--- src/rtl/vb_pkg.sv ---
package vb_pkg;

    parameter int ADDR_W = 12;
    parameter int LINE_W = 64;
    parameter int DEPTH  = 4;

    localparam int IDX_W = (DEPTH > 1) ? $clog2(DEPTH) : 1;

    typedef logic [ADDR_W-1:0] laddr_t;
    typedef logic [LINE_W-1:0] line_t;
    typedef logic [IDX_W-1:0]  idx_t;
    typedef logic [DEPTH-1:0]  vec_t;

    typedef struct packed {
        logic   vld;
        laddr_t tag;
        line_t  data;
    } entry_t;

    // index of the set bit of a one-hot vector (0 when empty)
    function automatic idx_t oh_to_idx(vec_t oh);
        idx_t r;
        r = '0;
        for (int i = 0; i < DEPTH; i++)
            if (oh[i]) r = r | idx_t'(i);
        return r;
    endfunction

endpackage

--- src/rtl/vb_match.sv ---
module vb_match
    import vb_pkg::*;
(
    input  entry_t [DEPTH-1:0] ents,
    input  laddr_t             addr,
    output vec_t               hit
);
    // one comparator per entry, all in parallel
    for (genvar g = 0; g < DEPTH; g++) begin : g_cmp
        assign hit[g] = ents[g].vld && (ents[g].tag == addr);
    end
endmodule

--- src/rtl/vb_rank.sv ---
module vb_rank
    import vb_pkg::*;
(
    input  logic clk,
    input  logic rst,
    input  logic wr_en,
    input  idx_t wr_idx,
    output idx_t oldest
);
    // rank 0 = most recently written, DEPTH-1 = oldest write
    idx_t [DEPTH-1:0] rank;
    vec_t             is_old;

    always_ff @(posedge clk) begin
        if (rst) begin
            for (int i = 0; i < DEPTH; i++) rank[i] <= idx_t'(i);
        end else if (wr_en) begin
            for (int i = 0; i < DEPTH; i++) begin
                if (idx_t'(i) == wr_idx)
                    rank[i] <= '0;
                else if (rank[i] < rank[wr_idx])
                    rank[i] <= rank[i] + idx_t'(1);
            end
        end
    end

    always_comb begin
        oldest = '0;
        for (int i = 0; i < DEPTH; i++) begin
            is_old[i] = (rank[i] == idx_t'(DEPTH-1));
            if (is_old[i]) oldest = idx_t'(i);
        end
    end

    AST_ONE_OLDEST: assert property (@(posedge clk) disable iff (rst)
        $onehot(is_old));

endmodule

--- src/rtl/vb_target.sv ---
module vb_target
    import vb_pkg::*;
(
    input  vec_t vld,
    input  vec_t same,
    input  idx_t oldest,
    output idx_t tgt
);
    // priority: same address, then lowest empty slot, then oldest write
    always_comb begin
        tgt = oldest;
        for (int i = DEPTH-1; i >= 0; i--)
            if (!vld[i]) tgt = idx_t'(i);
        if (|same) tgt = oh_to_idx(same);
    end
endmodule

--- src/rtl/victim_buf.sv ---
module victim_buf
    import vb_pkg::*;
(
    input  logic               clk,
    input  logic               rst,
    input  logic               lookup_valid,
    input  logic [ADDR_W-1:0]  lookup_addr,
    output logic               lookup_hit,
    output logic [LINE_W-1:0]  lookup_line,
    input  logic               ins_valid,
    input  logic [ADDR_W-1:0]  ins_addr,
    input  logic [LINE_W-1:0]  ins_line,
    input  logic               swap_req,
    input  logic [ADDR_W-1:0]  swap_addr,
    input  logic               swap_out_valid,
    input  logic [ADDR_W-1:0]  swap_out_addr,
    input  logic [LINE_W-1:0]  swap_out_line,
    output logic               swap_ack,
    output logic               swap_miss,
    output logic [LINE_W-1:0]  swap_line
);
    entry_t [DEPTH-1:0] ents;
    vec_t   lk_hits, sw_hits, in_hits, vld;
    idx_t   oldest, ins_tgt, wr_idx;
    line_t  lk_arr, sw_arr;
    logic   fwd, sw_do, ins_do, wr_en;

    vb_match u_lk (.ents(ents), .addr(lookup_addr), .hit(lk_hits));
    vb_match u_sw (.ents(ents), .addr(swap_addr),   .hit(sw_hits));
    vb_match u_in (.ents(ents), .addr(ins_addr),    .hit(in_hits));

    for (genvar g = 0; g < DEPTH; g++) begin : g_vld
        assign vld[g] = ents[g].vld;
    end

    vb_target u_tgt (.vld(vld), .same(in_hits), .oldest(oldest), .tgt(ins_tgt));

    assign sw_do  = swap_req && (|sw_hits);
    assign ins_do = ins_valid && !swap_req;
    assign wr_en  = sw_do || ins_do;
    assign wr_idx = sw_do ? oh_to_idx(sw_hits) : ins_tgt;

    vb_rank u_rank (.clk(clk), .rst(rst), .wr_en(wr_en), .wr_idx(wr_idx), .oldest(oldest));

    // data muxes driven by the one-hot match vectors
    always_comb begin
        lk_arr = '0;
        sw_arr = '0;
        for (int i = 0; i < DEPTH; i++) begin
            lk_arr = lk_arr | ({LINE_W{lk_hits[i]}} & ents[i].data);
            sw_arr = sw_arr | ({LINE_W{sw_hits[i]}} & ents[i].data);
        end
    end

    // a line being inserted this cycle is visible to the lookup at once
    assign fwd         = ins_valid && (ins_addr == lookup_addr);
    assign lookup_hit  = lookup_valid && (fwd || (|lk_hits));
    assign lookup_line = fwd ? ins_line : lk_arr;

    always_ff @(posedge clk) begin
        if (rst) begin
            for (int i = 0; i < DEPTH; i++) ents[i] <= '0;
            swap_ack  <= 1'b0;
            swap_miss <= 1'b0;
            swap_line <= '0;
        end else begin
            swap_ack  <= sw_do;
            swap_miss <= swap_req && !(|sw_hits);
            if (sw_do) begin
                swap_line      <= sw_arr;
                ents[wr_idx]   <= '{vld: swap_out_valid, tag: swap_out_addr, data: swap_out_line};
            end else if (ins_do) begin
                ents[wr_idx]   <= '{vld: 1'b1, tag: ins_addr, data: ins_line};
            end
        end
    end

    AST_LOOKUP_UNIQUE: assert property (@(posedge clk) disable iff (rst)
        $onehot0(lk_hits));
    AST_SWAP_EXCL: assert property (@(posedge clk) disable iff (rst)
        !(swap_ack && swap_miss));
    AST_SWAP_ANSWER: assert property (@(posedge clk) disable iff (rst)
        $past(swap_req) |-> (swap_ack || swap_miss));
    AST_NO_SWAP_WITH_INS: assert property (@(posedge clk) disable iff (rst)
        !(swap_req && ins_valid));

endmodule

--- config.mk ---
export PLATFORM = sky130hd
export DESIGN_NAME = victim_buf
export DESIGN_NICKNAME = d
export VERILOG_FILES = /design/src/rtl/vb_pkg.sv /design/src/rtl/vb_match.sv /design/src/rtl/vb_rank.sv /design/src/rtl/vb_target.sv /design/src/rtl/victim_buf.sv
export SDC_FILE = /design/constraint.sdc
export NUM_CORES = 1
export LEC_CHECK = 0
export ABC_AREA = 1
export BUFFER_PORTS_ARGS = -buffer_cell sky130_fd_sc_hd__buf_4
export CORE_MARGIN = 10
export CORE_UTILIZATION = 51
export DETAILED_ROUTE_END_ITERATION = 6
export PLACE_DENSITY = 0.74
export SYNTH_ARGS = -nofsm -noshare
export SYNTH_HDL_FRONTEND = slang
export SYNTH_HIERARCHICAL = 1
export SYNTH_SLANG_ARGS = --single-unit
--- constraint.sdc ---
create_clock -name clk -period 3.3 [get_ports clk]
set_clock_uncertainty 0.05 [all_clocks]
set_input_delay 0.66 -clock clk [delete_from_list [all_inputs] [get_ports clk]]
set_output_delay 0.66 -clock clk [all_outputs]
set_load 0.02 [all_outputs]
== Yosys cells after proc, flatten, opt, wreduce, memory -nomap -nowiden ==
Cells that the tools add are included.

* $add $sub $neg: 4
* $lt $le $gt $ge: 6
* Eq/ne operators: 19
* Multiplexer cells: 32
* Bitwise gates (word level): 14
* Reductions and logical operators: 35

{| class="wikitable"
|+ Operators with widths
! operator !! number
|-
| $bwmux W308 || 2
|-
| $mux W308 || 2
|-
| $and A64 B64 Y64 || 8
|-
| $or A64 B64 Y64 || 6
|-
| $eq A12 B12 Y1 || 13
|-
| $demux W77 S2 || 1
|-
| $mux W77 || 1
|-
| $mux W64 || 1
|-
| $mux W2 || 21
|-
| $logic_and A1 B1 Y1 || 18
|-
| $reduce_or A4 Y1 || 3
|-
| $reduce_bool A2 Y1 || 5
|-
| $add A2 B1 Y2 const B || 4
|-
| $lt A2 B2 Y1 || 4
|-
| $reduce_and A2 Y1 || 4
|-
| $eq A2 B2 Y1 const B || 3
|-
| $bmux W2 S2 || 1
|-
| $eq A2 B2 Y1 const A || 2
|-
| $lt A2 B3 Y1 const B || 1
|-
| $mux W1 || 3
|-
| $eq A1 B2 Y1 const A || 1
|-
| $ge A2 B1 Y1 const B || 1
|-
| $logic_not A1 Y1 || 2
|-
| $logic_not A2 Y1 || 1
|-
| $logic_or A1 B1 Y1 || 2
|}

* Register bits: 382
* Input port bits: 182
* Output and inout bits: 131
* Word-level logic and storage cells: 129

== Longest topological paths before layout ==
* Depth after elaboration: 17
* Gate-level depth with buffers: 28
* Depth with buffers taken out: 28

== Cells and area by module ==
The synthesis kept the hierarchy.

{| class="wikitable"
|+ Modules (own cells, without submodules)
! module !! instances !! cells each !! area an instance (um^2)
|-
| victim_buf || 1 || 3453 || 20490.9
|-
| vb_match || 3 || 171 || 780.7
|-
| vb_rank || 1 || 105 || 643.1
|-
| vb_target || 1 || 19 || 78.8
|}

== Worst setup path before layout ==
No wires, ideal clock.

* Kind: input to register
* Start: input swap_addr[2]
* End: register u_rank/rank[1] (netlist bit)
* Setup time: 0.113 ns
* Arrival: 3.176 ns
* Setup slack: -0.040 ns
* Cell stages on the path: 22
* Path buffers: 2
* Cell sequence: buf_4 xnor2_1 nand2_1 nor2_1 nand2_1 nor2_1 nor2_1 nand2_1 nand2_2 buf_4 nand2_1 nand2_2 nand2_1 inv_1 a221oi_1 ha_1 nand2_1 nand2_1 nand2_2 nand3_2 nand3_1 nand2_1

* Elaborated cells between the ends (all ways): 22
* Classes of those cells: 1 x order compare; 4 x eq/ne; 7 x mux; 10 x reduce/logical

{| class="wikitable"
|+ RTL lines
! element !! line !! text
|-
| start, declared || victim_buf.sv:14 || <nowiki>input logic [ADDR_W-1:0] swap_addr,</nowiki>
|-
| $eq A12 B12 Y1 * || vb_match.sv:10 || <nowiki>assign hit[g] = ents[g].vld && (ents[g].tag == addr);</nowiki>
|-
| $logic_and A1 B1 Y1 * || vb_match.sv:10 ||
|-
| net sw_hits[3] || victim_buf.sv:23 || <nowiki>vec_t lk_hits, sw_hits, in_hits, vld;</nowiki>
|-
| $reduce_or A4 Y1 || victim_buf.sv:38 || <nowiki>assign sw_do = swap_req && (|sw_hits);</nowiki>
|-
| $logic_and A1 B1 Y1 || victim_buf.sv:38 ||
|-
| $mux W2 * || victim_buf.sv:41 || <nowiki>assign wr_idx = sw_do ? oh_to_idx(sw_hits) : ins_tgt;</nowiki>
|-
| net wr_idx[1] || victim_buf.sv:24 || <nowiki>idx_t oldest, ins_tgt, wr_idx;</nowiki>
|-
| $bmux W2 S2 || vb_rank.sv:21 || <nowiki>else if (rank[i] < rank[wr_idx])</nowiki>
|-
| $mux W2 (not written as such) || vb_rank.sv:21 ||
|-
| $lt A2 B2 Y1 || vb_rank.sv:21 ||
|-
| $reduce_bool A2 Y1 (no source line) || n/a ||
|-
| $reduce_and A2 Y1 (no source line) || n/a ||
|-
| end signal, assigned by index || vb_rank.sv:22 || <nowiki>rank[i] <= rank[i] + idx_t'(1);</nowiki>
|-
| end, declared || vb_rank.sv:11 || <nowiki>idx_t [DEPTH-1:0] rank;</nowiki>
|}

Mark *: on every way through the listed nets, which the timed path passes. The rest lies on a longest branch. The select of a mux whose other input is x is not followed.
A chain may end at the register's enable or synchronous reset.

== Worst setup path in the final report ==
* Start: input ins_addr[8]
* End: output lookup_line[21]

* Cells in the longest elaborated chain, start to end: 3

{| class="wikitable"
|+ RTL lines
! element !! line !! text
|-
| start, declared || victim_buf.sv:11 || <nowiki>input logic [ADDR_W-1:0] ins_addr,</nowiki>
|-
| $eq A12 B12 Y1 || victim_buf.sv:56 || <nowiki>assign fwd = ins_valid && (ins_addr == lookup_addr);</nowiki>
|-
| $logic_and A1 B1 Y1 || victim_buf.sv:56 ||
|-
| $mux W64 || victim_buf.sv:58 || <nowiki>assign lookup_line = fwd ? ins_line : lk_arr;</nowiki>
|-
| end, declared || victim_buf.sv:9 || <nowiki>output logic [LINE_W-1:0] lookup_line,</nowiki>
|}

Every way passes these cells.

==> impl_metrics.toml <==
[status]
status = "finished, final reports clean"

[final_layout]
nets = 4562
fillers = 4331
syn2layout_area_growth_pct = 26.3
drive_above_1_share = 0.160
postLayoutCellArea_sq_um = 29800
final_common_cell = "nand2_1"
layout_common_cells = "1,277 x nand2_1, 700 x nor2_1, 561 x inv_1, 397 x buf_4, 336 x dfxtp_1"
postLayoutCoreUtil = 0.654

[timing]
rsz0062_at_grt = "true"
worstMarginPinSlew_ps = 876
slew_headroom = 0.416
finalCriticalPeriod_ps = 3270
hold_viol = 0
finalSetupViolations = 0
finalMaxSlewViolations = 0
fmax_ghz = 0.305
finalCritPeriodShare = 0.992

[synthesis]
avgSynthCellArea_sq_um = 5.76
synth_area_leaders = "dfxtp_1 32%, nand2_1 21%, nor2_1 11%"
ys_ff_latch = 382
syn-cell-area_sq_um = 23600
synthCells = 4090
syn_nets = 4279
ys_seq_area_frac = 0.325
synth_top_area_cell = "dfxtp_1"
yosysTopAreaCellShare = 0.325
yosysWarningCount = 6
synth_cell_types = 35

[critical_path]
crit_type = "input pin to primary output"
path_max_fanout = 48
required_ps = 2590
slowest_delay_ps = 320
startpoint_type = "input pin"
r2r-start = "ents[223]$_SDFFE_PP0P_"
crit_chain = "buf_4 > buf_4 > inv_1 > nand2_1 > o21ai_0 > nor2_1 > nand2_1 > nor2_1 > nand2_4 > buf_12 > o21ai_0 > buf_4"
cp_num_buf_inv = 5
cp_data_arrival_time_ps = 2560
crit_slowest_cell = "o21ai_0"
worstSetupStartpoint = "ins_addr[8]"
critical_path.top_delay_family = "buffers and inverters"
end_kind = "primary output"
crit_top_cell = "buf_4"
r2r_slack_ps = 160

[die]
core_area_sq_um = 45500
die_width_um = 235
initial_utilization = 0.518
ios = 313
die_height_um = 235
dieArea_sq_um = 55200
std_cell_rows = 78

[drt]
ant_nets = 0
wire_per_inst_um = 17.9
via_per_inst = 5.38
drc = 0
vias = 26900
firstDrtPassIters = 6
drt_iter0_drc = 3002
wirelength_mm = 89.5

[cts]
clock-root-buffer = "clkbuf_16"
cts_hold_buf = 0
clk_pin_slew_ps = 60
h-tree-depth = 2
clock_path_buffers = 3
numClockSinks = 382
clk_latency_ps = 580
cts_tree = "yes"
numCtsBuffers = 44

[place]
io_buffers = 312
gp_congestion = 1.00
placed_area_sq_um = 27200
dp_hpwl_mm = 57.3

[global_route]
grt_pass1_vias = 24400
grt_pass1_wl_mm = 136
grt-busiest-layer = "met2"
met3_usage = 0.0544
grt_max_degree = 91
antenna_found_initial = 2
grt_overflow = 0
grtUsageMet2 = 0.486
met1_usage = 0.401
gr-usage-all-layers = 0.302

[hold_path]
min_from = "rst"
hold_path.class = "input pin to register"

[pwr]
powerDensity_nw_per_um2 = 389
leakage_uw = 0.0151
ir_worst_vdd_uv = 390

[job]
drv_cap = 0
[cell type report]
cell class                      count  area [sq um]  share of cell area
Clock inverter                     22           332              0.0111
Sequential cell                   382          7760               0.261
Clock buffer                       59          1290              0.0433
Antenna cell                        2          5.00            0.000168
Tap cell                          600           751              0.0252
Inverter                          602          2270              0.0764
Timing Repair Buffer              474          4470               0.150
Multi-Input combinational cell   2869         12900               0.433
[report_power, final]
part           leakage (uW)  internal [uW]  switching [uW]  total [uW]
logic                0.0112            496             787        1280
registers           0.00312           4710            85.8        4800
clock network      0.000807           3370            2130        5500
[routing by layer]
layer | vias up | routed length [um]
li1 | 13200 | -
met1 | 12200 | 37600
met2 | 1387 | 40400
met3 | 165 | 9190
met4 | 0 | 2430
met5 | - | 0
[final timing paths]
check,endpoint,cells after the start
hold reg to reg,swap_line[32]$_SDFFE_PP0N_,2
setup reg to reg,u_rank/rank[5]$_SDFFE_PP1P_,25
setup / recovery,lookup_line[21],12
hold / removal,u_rank/rank[3]$_SDFFE_PP0P_,2
[sequential cells by signal (all words and copies together) (netlist names)]
signal / count
swap_ack: 1
ents: 308
swap_line: 64
swap_miss: 1
u_rank/rank: 8
[synth_stat cells]
library cell	count
nand3b_1	1
nand2_2	10
a221oi_1	1
a21oi_2	1
nor2_1	708
o22ai_1	93
inv_1	568
a31oi_1	64
inv_2	28
a21oi_1	68
clkinv_1	6
ha_1	7
o21ai_2	1
nor2_4	1
buf_6	2
o21ai_0	259
nand4_1	74
o21bai_1	43
o21ai_1	10
buf_1	28
a21boi_1	3
nand3_2	4
nor2b_1	1
dfxtp_1	382
xor2_1	20
nor2_2	13
buf_2	59
clkbuf_1	133
or2_2	1
nand3_1	147
nor4_1	2
buf_4	15
a21boi_0	10
xnor2_1	34
nand2_1	1293
[per-stage QoR]
step | total power, uW | hold WS [ps] | setup slack [ps] | setup TNS (ps) | std cells
after floorplan | 5620 | 410 | 83.0 | 0 | 4090
after global placement | 6120 | 421 | -174 | -20910 | 4886
after detailed placement | 6130 | 426 | -225 | -32850 | 4886
after CTS | 11600 | 270 | -3.24 | -4.71 | 4986
after global routing | 11900 | 277 | -46.7 | -782 | 5009
final | 11600 | 295 | 26.2 | 0 | 5010
[kinds of logic (layout without fill, tap and decap cells)]
group,count (synthesis),in the layout,share of synthesized area
simple gates,2255,2255,0.379
other cells,0,2,0
compound gates,553,553,0.132
buf+inv,839,1157,0.140
fa+ha+maj,7,7,0.00372
flops,382,382,0.325
xor+xnor,54,54,0.0201
[worst reg2reg max path: stages (launching register included)]
cell,delay (ps)
dfxtp_4,350
buf_4,130
inv_1,80
nand2_1,60
nand2_1,90
clkinv_1,70
nand2_1,50
nor2_2,150
nand2_1,130
nor2_2,140
nor2_2,70
nand2_1,70
nand2_1,70
nand2_1,80
nand2_2,80
buf_4,160
nand2_1,80
inv_1,70
a221oi_4,330
ha_1,290
nand2_1,90
nand2_1,60
nand2_2,70
nand2_1,50
nand2_1,80
nand3_1,70
[timing repair]
| item | in CTS | in global routing |
|---|---|---|
| resized for setup | 64 | 117 |
| endpoints found under the setup margin | 65 | 143 |
| pin swaps | 10 | 30 |
| gates cloned | 6 | 8 |
| buffers inserted | 14 | 17 |
Note: power is estimated with default switching activity, not from simulation.
